## config.mk

```make
export PLATFORM = sky130hd
export DESIGN_NAME = pc_sequencer
export DESIGN_NICKNAME = d
export VERILOG_FILES = /design/src/rtl/pc_seq_pkg.sv /design/src/rtl/pc_incr.sv /design/src/rtl/pc_branch_tgt.sv /design/src/rtl/pc_jump_tgt.sv /design/src/rtl/pc_next_sel.sv /design/src/rtl/pc_sequencer.sv
export SDC_FILE = /design/constraint.sdc
export NUM_CORES = 1
export LEC_CHECK = 0
export CORE_ASPECT_RATIO = 2
export CORE_MARGIN = 5
export CORE_UTILIZATION = 38
export CTS_CLUSTER_DIAMETER = 150
export DETAILED_ROUTE_END_ITERATION = 6
export PLACE_DENSITY_LB_ADDON = 0.2
export SLEW_MARGIN = 20
export SYNTH_ARGS = -nofsm -noshare
export SYNTH_HDL_FRONTEND = slang
export SYNTH_SLANG_ARGS = --single-unit
```

## constraint.sdc

```tcl
create_clock -name clk -period 7.97 [get_ports clk]
set_input_delay 0.797 -clock clk [delete_from_list [all_inputs] [get_ports clk]]
set_output_delay 0.797 -clock clk [all_outputs]
set_load 0.01 [all_outputs]
```

## src/rtl/pc_seq_pkg.sv

```systemverilog
// Package: shared kind encoding for the next program counter unit.
// Assumes the decode stage produces exactly these three-bit codes.
package pc_seq_pkg;

    typedef enum logic [2:0] {
        FLOW_SEQ  = 3'd0,
        FLOW_BEQ  = 3'd1,
        FLOW_BNE  = 3'd2,
        FLOW_JMP  = 3'd3,
        FLOW_CALL = 3'd4,
        FLOW_JREG = 3'd5
    } flow_kind_e;

endpackage

```

## src/rtl/pc_incr.sv

```systemverilog
// Module: pc_incr
// Produces the address of the following word. Assumes instructions are
// exactly one word (4 bytes) long; the sum wraps at the address width.
module pc_incr #(
    parameter int ADDR_W = 32
) (
    input  logic [ADDR_W-1:0] pc_i,
    output logic [ADDR_W-1:0] pc_plus4_o
);

    localparam logic [ADDR_W-1:0] WORD_BYTES = ADDR_W'(4);

    // add one word to the current address
    always_comb begin
        pc_plus4_o = pc_i + WORD_BYTES;
    end

endmodule

```

## src/rtl/pc_branch_tgt.sv

```systemverilog
// Module: pc_branch_tgt
// Computes a relative branch target from the incremented address and a
// signed word displacement. Assumes OFF_W + 2 <= ADDR_W.
module pc_branch_tgt #(
    parameter int ADDR_W = 32,
    parameter int OFF_W  = 16
) (
    input  logic [ADDR_W-1:0] base_i,
    input  logic [OFF_W-1:0]  offset_i,
    output logic [ADDR_W-1:0] target_o
);

    localparam int EXT_W = ADDR_W - OFF_W - 2;

    logic [ADDR_W-1:0] byte_disp;

    generate
        if (EXT_W > 0) begin : g_ext
            // sign-extend and scale the word displacement to bytes
            always_comb begin
                byte_disp = {{EXT_W{offset_i[OFF_W-1]}}, offset_i, 2'b00};
            end
        end else begin : g_noext
            // displacement already fills the address width
            always_comb begin
                byte_disp = {offset_i, 2'b00};
            end
        end
    endgenerate

    // relative target, wrapping at the address width
    always_comb begin
        target_o = base_i + byte_disp;
    end

endmodule

```

## src/rtl/pc_jump_tgt.sv

```systemverilog
// Module: pc_jump_tgt
// Forms a region-local jump target: the upper bits of the incremented
// address followed by the scaled jump field. Assumes JF_W + 2 <= ADDR_W.
module pc_jump_tgt #(
    parameter int ADDR_W = 32,
    parameter int JF_W   = 26
) (
    input  logic [ADDR_W-1:0] base_i,
    input  logic [JF_W-1:0]   field_i,
    output logic [ADDR_W-1:0] target_o
);

    localparam int REGION_W = ADDR_W - JF_W - 2;

    generate
        if (REGION_W > 0) begin : g_region
            // splice the region bits onto the word-scaled field
            always_comb begin
                target_o = {base_i[ADDR_W-1 -: REGION_W], field_i, 2'b00};
            end
        end else begin : g_flat
            // field covers the whole space; base is not needed
            logic unused_base;
            always_comb begin
                unused_base = ^base_i;
                target_o    = {field_i, 2'b00};
            end
        end
    endgenerate

endmodule

```

## src/rtl/pc_next_sel.sv

```systemverilog
// Module: pc_next_sel
// Chooses the next program counter among the candidate addresses from the
// kind code and the equality flag. Unknown codes fall back to sequential.
module pc_next_sel
    import pc_seq_pkg::*;
#(
    parameter int ADDR_W = 32
) (
    input  logic [2:0]        kind_i,
    input  logic              equal_i,
    input  logic [ADDR_W-1:0] seq_i,
    input  logic [ADDR_W-1:0] branch_i,
    input  logic [ADDR_W-1:0] jump_i,
    input  logic [ADDR_W-1:0] reg_i,
    output logic [ADDR_W-1:0] next_o
);

    flow_kind_e kind;

    // decode the raw code and pick the winning candidate
    always_comb begin
        kind = flow_kind_e'(kind_i);
        unique case (kind)
            FLOW_BEQ:           next_o = equal_i ? branch_i : seq_i;
            FLOW_BNE:           next_o = equal_i ? seq_i : branch_i;
            FLOW_JMP,
            FLOW_CALL:          next_o = jump_i;
            FLOW_JREG:          next_o = reg_i;
            default:            next_o = seq_i;
        endcase
    end

endmodule

```

## src/rtl/pc_sequencer.sv

```systemverilog
// Module: pc_sequencer (top)
// Holds the program counter and advances it once per clock according to
// the current instruction's control-flow kind. Assumes one instruction per
// cycle and that all inputs describe the instruction at pc_o.
module pc_sequencer
    import pc_seq_pkg::*;
#(
    parameter int                ADDR_W     = 32,
    parameter int                OFF_W      = 16,
    parameter int                JF_W       = 26,
    parameter logic [ADDR_W-1:0] START_ADDR = '0
) (
    input  logic              clk,
    input  logic              rst_n,
    input  logic [2:0]        flow_kind,
    input  logic [OFF_W-1:0]  br_offset,
    input  logic [JF_W-1:0]   jmp_field,
    input  logic [ADDR_W-1:0] reg_target,
    input  logic              operands_equal,
    output logic [ADDR_W-1:0] pc_o,
    output logic [ADDR_W-1:0] link_addr_o,
    output logic              link_we_o
);

    localparam logic [ADDR_W-1:0] STEP = ADDR_W'(4);

    logic [ADDR_W-1:0] pc_q;
    logic [ADDR_W-1:0] pc_plus4;
    logic [ADDR_W-1:0] br_tgt;
    logic [ADDR_W-1:0] jmp_tgt;
    logic [ADDR_W-1:0] pc_next;

    pc_incr #(.ADDR_W(ADDR_W)) u_incr (
        .pc_i       (pc_q),
        .pc_plus4_o (pc_plus4)
    );

    pc_branch_tgt #(.ADDR_W(ADDR_W), .OFF_W(OFF_W)) u_branch (
        .base_i   (pc_plus4),
        .offset_i (br_offset),
        .target_o (br_tgt)
    );

    pc_jump_tgt #(.ADDR_W(ADDR_W), .JF_W(JF_W)) u_jump (
        .base_i   (pc_plus4),
        .field_i  (jmp_field),
        .target_o (jmp_tgt)
    );

    pc_next_sel #(.ADDR_W(ADDR_W)) u_sel (
        .kind_i   (flow_kind),
        .equal_i  (operands_equal),
        .seq_i    (pc_plus4),
        .branch_i (br_tgt),
        .jump_i   (jmp_tgt),
        .reg_i    (reg_target),
        .next_o   (pc_next)
    );

    // program counter register with synchronous active-low reset
    always_ff @(posedge clk) begin
        if (!rst_n) pc_q <= START_ADDR;
        else        pc_q <= pc_next;
    end

    // return address and its write strobe for calls
    always_comb begin
        pc_o        = pc_q;
        link_addr_o = pc_plus4;
        link_we_o   = (flow_kind == FLOW_CALL);
    end

    // reset loads the start address
    p_reset_start_r1: assert property (@(posedge clk)
        !rst_n |=> pc_q == START_ADDR);

    // sequential kind steps one word
    p_seq_step_r2: assert property (@(posedge clk) disable iff (!rst_n)
        (flow_kind == FLOW_SEQ) |=> pc_q == $past(pc_q) + STEP);

    // untaken branch on equal falls through
    p_beq_fall_r4: assert property (@(posedge clk) disable iff (!rst_n)
        (flow_kind == FLOW_BEQ && !operands_equal) |=> pc_q == $past(pc_q) + STEP);

    // direct jumps and calls stay word aligned
    p_jump_aligned_r6: assert property (@(posedge clk) disable iff (!rst_n)
        (flow_kind == FLOW_JMP || flow_kind == FLOW_CALL) |=> pc_q[1:0] == 2'b00);

    // call return address is the following word of the current pc
    p_link_value_r7: assert property (@(posedge clk) disable iff (!rst_n)
        link_we_o |-> link_addr_o == pc_o + STEP);

    // register jump copies the register value
    p_jreg_copy_r9: assert property (@(posedge clk) disable iff (!rst_n)
        (flow_kind == FLOW_JREG) |=> pc_q == $past(reg_target));

endmodule

```

==> qor.yml, run 1 <==
synthesis:
  synth_top_area_share: 0.178
  synthXorXnorAreaFrac: 0.123
  yosys.cell_types.count: 58
  synth-simple-area-share: 0.206
  syn_inst: 474
  yosysTopAreaCell: "dfxtp_1"
  synth_edf_count: 0
  synthMuxAreaShare: 0.00555
  synth_warnings: 0
  syn-cell-area_um2: 3610
  ys_seq_area_frac: 0.178
  netlist_top_cells_count: "a21oi_1 (55), nand2_1 (49), ha_1 (35), xnor2_1 (34)"
  synth_most_common_cell: "a21oi_1"
  synth_compound_area_frac: 0.319
  synth_top_family_by_area: "compound AO/OA/AOI/OAI gates"
  synth.area.top_cells: "dfxtp_1 (18%), ha_1 (12%), xnor2_1 (8.3%)"
  synth_nets: 590
  synth_top_flop_cell: "dfxtp_1"
  synth_fa_ha_area_frac: 0.127
  syn_avg_cell_area_um2: 7.61
  synth_seq_cells: 32
  synth-async-reset-ratio: 0
setup_path:
  crit_fanout: 6
  crit_chain: "ha_1 -> inv_1 -> nor3_2 -> and3_1 -> xor2_1 -> ha_1 -> and3_1 -> and4_1 -> a21oi_1 -> o21ai_0 -> a41oi_1 -> o21ai_0 -> a41oi_1 -> o41ai_1"
  worstSetupStartpointType: "flip-flop"
  slowest_delay_ns: 0.43
  arrival_ns: 4.42
  cp-end-kind: "flip-flop"
  crit_slowest_cell: "a41oi_1"
  worstSetupPathType: "flip-flop to flip-flop"
  rr_worst_depth: 14
  critPathRequiredTime_ns: 8.12
clock_tree:
  post_cts_buffers: 0
  cts_tree: "done"
  cts.sinks: 32
  cts_root_buffer: "clkbuf_16"
  clk_latency_ns: 0.28
  clock_path_buffers: 2
  cts-resized-gates: 0
  path_clk_slew_ns: 0.06
  holdBufCountCts: 0
  cts_buffers: 5
  cts-htree-levels: 2
grt:
  grt_pass1_vias: 4557
  grt_max_degree: 32
  antenna_found_initial: 0
  grt_remaining_overflow: 0
  grt_pass1_wl_um: 23100
  grt.total_usage: 0.253
cells_and_area:
  final_nets: 724
  drive_gt1_frac: 0.0394
  antennaDiodeCount: 0
  area_delta_synth_final_pct: 46.5
  largest_register_ffs: 32
  fill_cells: 904
detailed_routing:
  route.met2.wl_um: 8470
  drcViolationCount: 0
  routed_wl_um: 15400
  top_layer_used: "met4"
  drt_iter0_drc: 334
  postRouteAntennaNets: 0
  dr_wl_met3_um: 917
  viasPerCell: 6.12
  via_count: 4364
  avgRoutedWirePerCell_um: 21.5
  wl_met1_um: 5030
  drt-pass1-iter-count: 5
sta:
  fin_skew_ns: 0.00356
  finalHoldViolCount: 0
  max_freq_mhz: 234
  grt_setup_unrepaired: "false"
  tns_ns: 0
  drv_slew: 0
  setup_viol: 0
  relSlewSlack: 0.452
  tightest_slew_ns: 0.819
  period_share: 0.536
  fin_crit_ns: 4.27
die:
  pin_count: 145
  die_height_um: 148
  die_area_um2: 11700
  core_area_um2: 9320
  start_util: 0.387
  fp-row-count: 50
  die_width_um: 78.9
pwr:
  p_sw_w: 0.000283
  p_sw_frac: 0.372
  ir_drop_mv: 0.123
  pwr-share-comb: 0.479
  pwr-share-seq: 0.255
  p_leak_nw: 2.14
  power_density_nw_per_um2: 144
  internal-power_w: 0.000478
  pwr-share-clk: 0.266
  finalPower_w: 0.000761
outcome:
  status: "complete, no violations"
placement:
  dp.final_hpwl_um: 12300
  routabilityCongestion: 0.953
  portBuffers: 144
flow_run:
  maxCapViolations: 0
worst_hold_path:
  min_path_type: "flip-flop to flip-flop"
  hold_depth: 3
-- power by group through the flow --
| stage | Clock [W] | Sequential (W) | Combinational (W) |
|---|---|---|---|
| final | 0.000202 | 0.000194 | 0.000365 |
| after floorplan | 0 | 0.000198 | 0.000197 |
| after detailed placement | 0 | 0.000197 | 0.000360 |
| after CTS | 0.000203 | 0.000194 | 0.000363 |
| after global routing | 0.000210 | 0.000195 | 0.000392 |
| after global placement | 0 | 0.000196 | 0.000359 |
-- layout by cell type (no fill, tap or decap), types with 3 or more instances in the layout --
master | Yosys | layout
xor2_1 | 15 | 15
buf_4 | 2 | 4
a21o_1 | 17 | 17
a22o_1 | 3 | 3
o21bai_1 | 4 | 4
nor2b_1 | 4 | 4
dfxtp_1 | 32 | 32
ha_1 | 35 | 35
o21a_1 | 5 | 5
xnor2_1 | 34 | 34
inv_1 | 17 | 16
a21oi_1 | 55 | 54
nor3_1 | 3 | 3
nor2_1 | 32 | 30
clkbuf_16 | 0 | 5
a222oi_1 | 24 | 24
a211oi_1 | 5 | 5
and3_1 | 10 | 10
nand2_1 | 49 | 49
and4_1 | 6 | 6
nand4_1 | 8 | 8
clkdlybuf4s50_1 | 0 | 144
o21ai_0 | 22 | 22
nand3_1 | 21 | 21
-- routing by layer --
metal	up-vias	global-route usage
met5	-	0
met4	0	0.164
met3	66	0.0463
met2	208	0.498
met1	2030	0.225
li1	2060	-
-- cells by family after synthesis --
group,after synthesis
AO/OA/AOI/OAI,166
AND/OR/NAND/NOR,150
adder cells (fa/ha/maj),36
flip-flops,32
buffers and inverters,38
XOR/XNOR,50
multiplexers,2
-- worst paths after layout --
check | startpoint | end | slack (ns)
max | pc_o[2] | pc_o[27] | 3.70
min | pc_o[1] | pc_o[1] | 0.65
max reg2reg | pc_o[2] | pc_o[27] | 3.70
min reg2reg | pc_o[1] | pc_o[1] | 0.65
-- per-stage QoR --
| stage | util | hold WS [ns] | setup slack, ns | area, um^2 | instances |
|---|---|---|---|---|---|
| floorplan | - | 0.655 | 4.48 | 3610 | 474 |
| global placement | 0.551 | 0.630 | 3.78 | 5140 | 705 |
| detailed placement | 0.551 | 0.642 | 3.77 | 5140 | 705 |
| CTS | 0.567 | 0.656 | 3.73 | 5290 | 713 |
| global route | 0.567 | 0.723 | 3.34 | 5290 | 713 |
| finish | 0.567 | 0.652 | 3.70 | 5290 | 713 |
-- area by class of cell --
cell class              count  area (um^2)  area share
inverters                  17         63.8      0.0121
well taps                 104          130      0.0246
clock buffers               8          146      0.0277
flip-flops and latches     32          641       0.121
repair buffers            148         1470       0.278
multi-input cells         404         2830       0.536
-- critical path: cells and delay by family (launching register included) --
kind	cells	cell delay, ns
flops	1	0.40
fa+ha+maj	2	0.61
simple gates	4	1.04
compound gates	6	1.66
xor+xnor	1	0.33
buf+inv	1	0.08
Note: power is estimated with default switching activity, not from simulation.
==> run 2, diff against run 1 <==
==> constraint.sdc (replaced) <==
create_clock -name clk -period 4.35 [get_ports clk]
set_input_delay 0.435 -clock clk [delete_from_list [all_inputs] [get_ports clk]]
set_output_delay 0.435 -clock clk [all_outputs]
set_load 0.01 [all_outputs]
==> run 2 against run 1 <==
Die area stayed put. Sequential power up 82%. Power grew 91%. Clock power is 100% higher. First-iteration DRC count decreased by 3.6%. Largest power group unchanged.
==> qor.yml, run 2 (synthesized netlist as in run 1, its figures left out) <==
grt:
  grt_pass1_wl_um: 23500
  grt_pass1_vias: 4760
  grt.total_usage: 0.259
  antenna_found_initial: 0
  grt_remaining_overflow: 0
  grt_max_degree: 32
detailed_routing:
  viasPerCell: 6.12
  drt-pass1-iter-count: 5
  drcViolationCount: 0
  via_count: 4417
  avgRoutedWirePerCell_um: 21.6
  postRouteAntennaNets: 0
  drt_iter0_drc: 322
  routed_wl_um: 15600
placement:
  dpl.cell_count: 714
  portBuffers: 144
  dp.final_hpwl_um: 12500
  routabilityCongestion: 0.972
sta:
  fin_skew_ns: 0.0101
  fin_crit_ns: 4.13
  grt_setup_unrepaired: "false"
  period_share: 0.949
  setup_viol: 0
  max_freq_mhz: 242
  finalHoldViolCount: 0
  relSlewSlack: 0.283
  tightest_slew_ns: 1.07
  drv_slew: 0
  tns_ns: 0
cells_and_area:
  finalNonFillerCells: 722
  largest_register_ffs: 32
  drive_gt1_frac: 0.0550
  register_area_um2: 641
  area_delta_synth_final_pct: 49.0
  final_cell_mix: "clkdlybuf4s50_1 (144), a21oi_1 (54), nand2_1 (49)"
  fill_cells: 875
  multi_input_area_um2: 2840
  final_common_cell: "clkdlybuf4s50_1"
  antennaDiodeCount: 0
  final_nets: 733
setup_path:
  worstSetupPathType: "flip-flop to flip-flop"
  crit_fanout: 6
  worstSetupStartpointType: "flip-flop"
  arrival_ns: 4.35
  critPathRequiredTime_ns: 4.58
  cp-end-kind: "flip-flop"
clock_tree:
  cts.sinks: 32
  post_cts_buffers: 0
  clock_path_buffers: 2
  clk_latency_ns: 0.29
  cts-htree-levels: 2
  cts_tree: "done"
  cts_buffers: 5
  path_clk_slew_ns: 0.06
  cts_root_buffer: "clkbuf_16"
pwr:
  ir_drop_mv: 0.247
  p_leak_nw: 2.21
  power_density_nw_per_um2: 269
  finalPower_w: 0.00145
die:
  pin_count: 145
  die_area_um2: 11700
  start_util: 0.387
  core_area_um2: 9320
  die_width_um: 78.9
  fp-row-count: 50
  die_height_um: 148
outcome:
  status: "complete, no violations"
worst_hold_path:
  min_path_type: "flip-flop to flip-flop"
flow_run:
  maxCapViolations: 0
==> run 2: worst paths after layout <==
check | from | end | slack, ns | cells past startpoint
worst max register to register | pc_o[4] | pc_o[30] | 0.22 | 15
worst min-delay path | pc_o[1] | pc_o[1] | 0.64 | 3
worst max-delay path | pc_o[4] | pc_o[30] | 0.22 | 15
worst min register to register | pc_o[1] | pc_o[1] | 0.64 | 3
==> run 2: per-stage QoR <==
stage          utilization  hold WS (ns)  setup slack [ns]  instance area, um^2
5_1_grt              0.577         0.726           0.00531                 5380
4_1_cts              0.576         0.645             0.137                 5370
2_1_floorplan            -         0.576             0.859                 3610
3_5_place_dp         0.559         0.636             0.178                 5210
3_3_place_gp         0.559         0.631             0.344                 5210
6_report             0.577         0.643             0.224                 5380
==> run 2: what timing repair did <==
item                                    4_1_cts  5_1_grt
endpoints found under the setup margin        0        5
gates resized for setup                       0        2
hold buffers                                  0        0
==> run 2: power breakdown <==
part           internal, W  switching, W
clock network     0.000270      0.000144
registers         0.000320     0.0000328
logic             0.000336      0.000346
total             0.000926      0.000523
==> run 2: final cells by class <==
| type | count | share of cell area |
|---|---|---|
| repair buffers | 157 | 0.286 |
| well taps | 104 | 0.0242 |
| multi-input cells | 404 | 0.528 |
| clock inverters | 2 | 0.00651 |
| flip-flops and latches | 32 | 0.119 |
| inverters | 17 | 0.0119 |
| clock buffers | 6 | 0.0240 |
==> run 2: worst max-delay path, stage by stage (launching register included) <==
cell and delay [ns]:
dfxtp_1 0.44, nand4_1 0.25, nor3_2 0.22, buf_4 0.16, and4_1 0.22, xor2_1 0.29
ha_1 0.30, nand4_1 0.15, a211oi_1 0.27, o31ai_2 0.19, a21boi_1 0.33, a221o_2 0.31
a21o_1 0.21, nand3_1 0.12, a2111oi_0 0.44, a221o_1 0.17
==> run 2: per-layer routing <==
| metal | track usage | up-vias | part of all wire |
|---|---|---|---|
| met5 | 0 | - | 0 |
| met4 | 0.189 | 0 | 0.070 |
| met3 | 0.0421 | 67 | 0.062 |
| met2 | 0.514 | 218 | 0.55 |
| met1 | 0.220 | 2050 | 0.32 |
| li1 | - | 2082 | - |
==> run 3, diff against run 2 <==
--- a/config.mk
+++ b/config.mk
@@ -5,6 +5,7 @@
 export SDC_FILE = /design/constraint.sdc
 export NUM_CORES = 1
 export LEC_CHECK = 0
+export CAP_MARGIN = 20
 export CORE_ASPECT_RATIO = 2
 export CORE_MARGIN = 5
 export CORE_UTILIZATION = 38
==> run 3 against run 2 <==
The flow now finishes with violations (design-rule violations). Flip-flop and latch count did not move. Combinational power about the same. Count of clock-buffer cells in the layout is 2 higher. Clock power shrank 12%. Wire length decreased by 0.28%. Critical path type unchanged.
==> qor.yml, run 3 (synthesized netlist as in run 1, its figures left out) <==
die:
  die_width_um: 78.9
  fp-row-count: 50
  die_height_um: 148
  core_area_um2: 9320
  die_area_um2: 11700
  pin_count: 145
  start_util: 0.387
clock_tree:
  post_cts_buffers: 0
  cts-htree-levels: 2
  cts.sinks: 32
  cts-resized-gates: 0
  clk_latency_ns: 0.28
  path_clk_slew_ns: 0.06
  cts_root_buffer: "clkbuf_16"
  holdBufCountCts: 0
  cts_tree: "done"
  cts_buffers: 5
  clock_path_buffers: 2
sta:
  tns_ns: 0
  period_share: 0.958
  grt_setup_unrepaired: "false"
  setup_viol: 0
  fin_crit_ns: 4.17
  tightest_slew_ns: 0.831
  finalHoldWorstSlack_ns: 0.636
  drv_slew: 0
  max_freq_mhz: 240
  setup_ws_ns: 0.181
  relSlewSlack: 0.444
  fin_skew_ns: 0.00406
  finalHoldViolCount: 0
grt:
  grt_max_degree: 21
  grt.total_usage: 0.261
  grt_remaining_overflow: 0
  grt_pass1_wl_um: 23700
  antenna_found_initial: 0
  grt_pass1_vias: 4846
pwr:
  p_sw_w: 0.000515
  internal-power_w: 0.000887
  p_sw_frac: 0.367
  pwr-share-clk: 0.260
  pwr-share-comb: 0.488
  power_density_nw_per_um2: 261
  ir_drop_mv: 0.258
  p_leak_nw: 2.20
  pwr-share-seq: 0.252
detailed_routing:
  via_count: 4459
  drt-pass1-iter-count: 7
  drt_iter0_drc: 431
  postRouteAntennaNets: 0
  viasPerCell: 6.17
  routed_wl_um: 15600
  avgRoutedWirePerCell_um: 21.6
  drcViolationCount: 1
worst_hold_path:
  hold_depth: 3
  min_path_type: "flip-flop to flip-flop"
  hold_end: "pc_o[1]"
  min_from: "pc_o[1]"
cells_and_area:
  final_common_cell: "clkdlybuf4s50_1"
  final_core_util: 0.577
  antennaDiodeCount: 0
  area_delta_synth_final_pct: 49.1
  final_nets: 734
  largest_register_ffs: 32
  drive_gt1_frac: 0.0533
  stdcell_area_um2: 5380
  final_cell_mix: "clkdlybuf4s50_1 (144), a21oi_1 (54), nand2_1 (49)"
outcome:
  status: "finished with violations"
  violations: "design-rule violations"
flow_run:
  maxCapViolations: 0
setup_path:
  ff2ff_setup_slack_ns: 0.18
  cp-end-kind: "flip-flop"
  reg2reg_to: "pc_o[30]"
  crit_fanout: 6
  worstSetupStartpointType: "flip-flop"
  critPathRequiredTime_ns: 4.58
  worstSetupPathType: "flip-flop to flip-flop"
  rr_worst_depth: 15
  arrival_ns: 4.39
  regToRegStartpoint: "pc_o[2]"
placement:
  dp_slack_ns: 0.261
  dp.final_hpwl_um: 12800
  placed_area_um2: 5230
  portBuffers: 144
  routabilityCongestion: 0.972
## run 3: cell count changes in the layout (fill, tap and decap cells not counted), sizes merged
cell,change
clkinv,-2
clkbuf,+2
bufinv,-1
buf,+1
inv,+1
## run 3: layout make-up
class	instances	area, um^2
inverter	17	63.8
tap	104	130
fill	890	3940
clock buffer	8	146
multi-input combinational	404	2830
sequential	32	641
timing repair buffer	158	1570
## run 3: how the worst max path moves through the flow
stage | startpoint | to | slack, ns | cells after the start
finish | pc_o[2] | pc_o[30] | 0.18 | 15
global route | pc_o[2] | pc_o[31] | 0.01 | 16
CTS | pc_o[2] | pc_o[30] | 0.22 | 15
detailed placement | pc_o[2] | pc_o[30] | 0.26 | 15
global placement | pc_o[2] | pc_o[30] | 0.34 | 15
floorplan | pc_o[2] | pc_o[27] | 0.86 | 14
## run 3: layer usage
metal | vias to the layer above | global-route usage | wire, um
li1 | 2083 | - | -
met1 | 2076 | 0.224 | 4920
met2 | 232 | 0.512 | 8580
met3 | 68 | 0.0427 | 935
met4 | 0 | 0.197 | 1150
met5 | - | 0 | 0
## run 3: critical path: stages, from the launching register on
cell and delay [ns]:
dfxtp_1 0.38, ha_1 0.24, inv_1 0.08, nor3_2 0.42
and3_1 0.24, xor2_1 0.32, ha_1 0.22, nand4_1 0.11
a211oi_1 0.25, o31ai_2 0.18, a21boi_1 0.33, a221o_1 0.39
a21o_1 0.24, nand3_1 0.12, a2111oi_0 0.42, a221o_1 0.17
## run 3: metrics by stage
step,power (W),std cells
after floorplan,0.000724,474
after global placement,0.00103,714
after detailed placement,0.00103,715
after CTS,0.00140,723
after global routing,0.00147,723
final,0.00140,723
## run 3: power groups by stage
| stage | Clock [W] | Combinational, W | Sequential (W) |
|---|---|---|---|
| 2_1_floorplan | 0 | 0.000360 | 0.000364 |
| 3_5_place_dp | 0 | 0.000677 | 0.000358 |
| 5_1_grt | 0.000381 | 0.000737 | 0.000357 |
| 6_report | 0.000365 | 0.000684 | 0.000353 |
| 4_1_cts | 0.000370 | 0.000682 | 0.000352 |
| 3_3_place_gp | 0 | 0.000669 | 0.000358 |
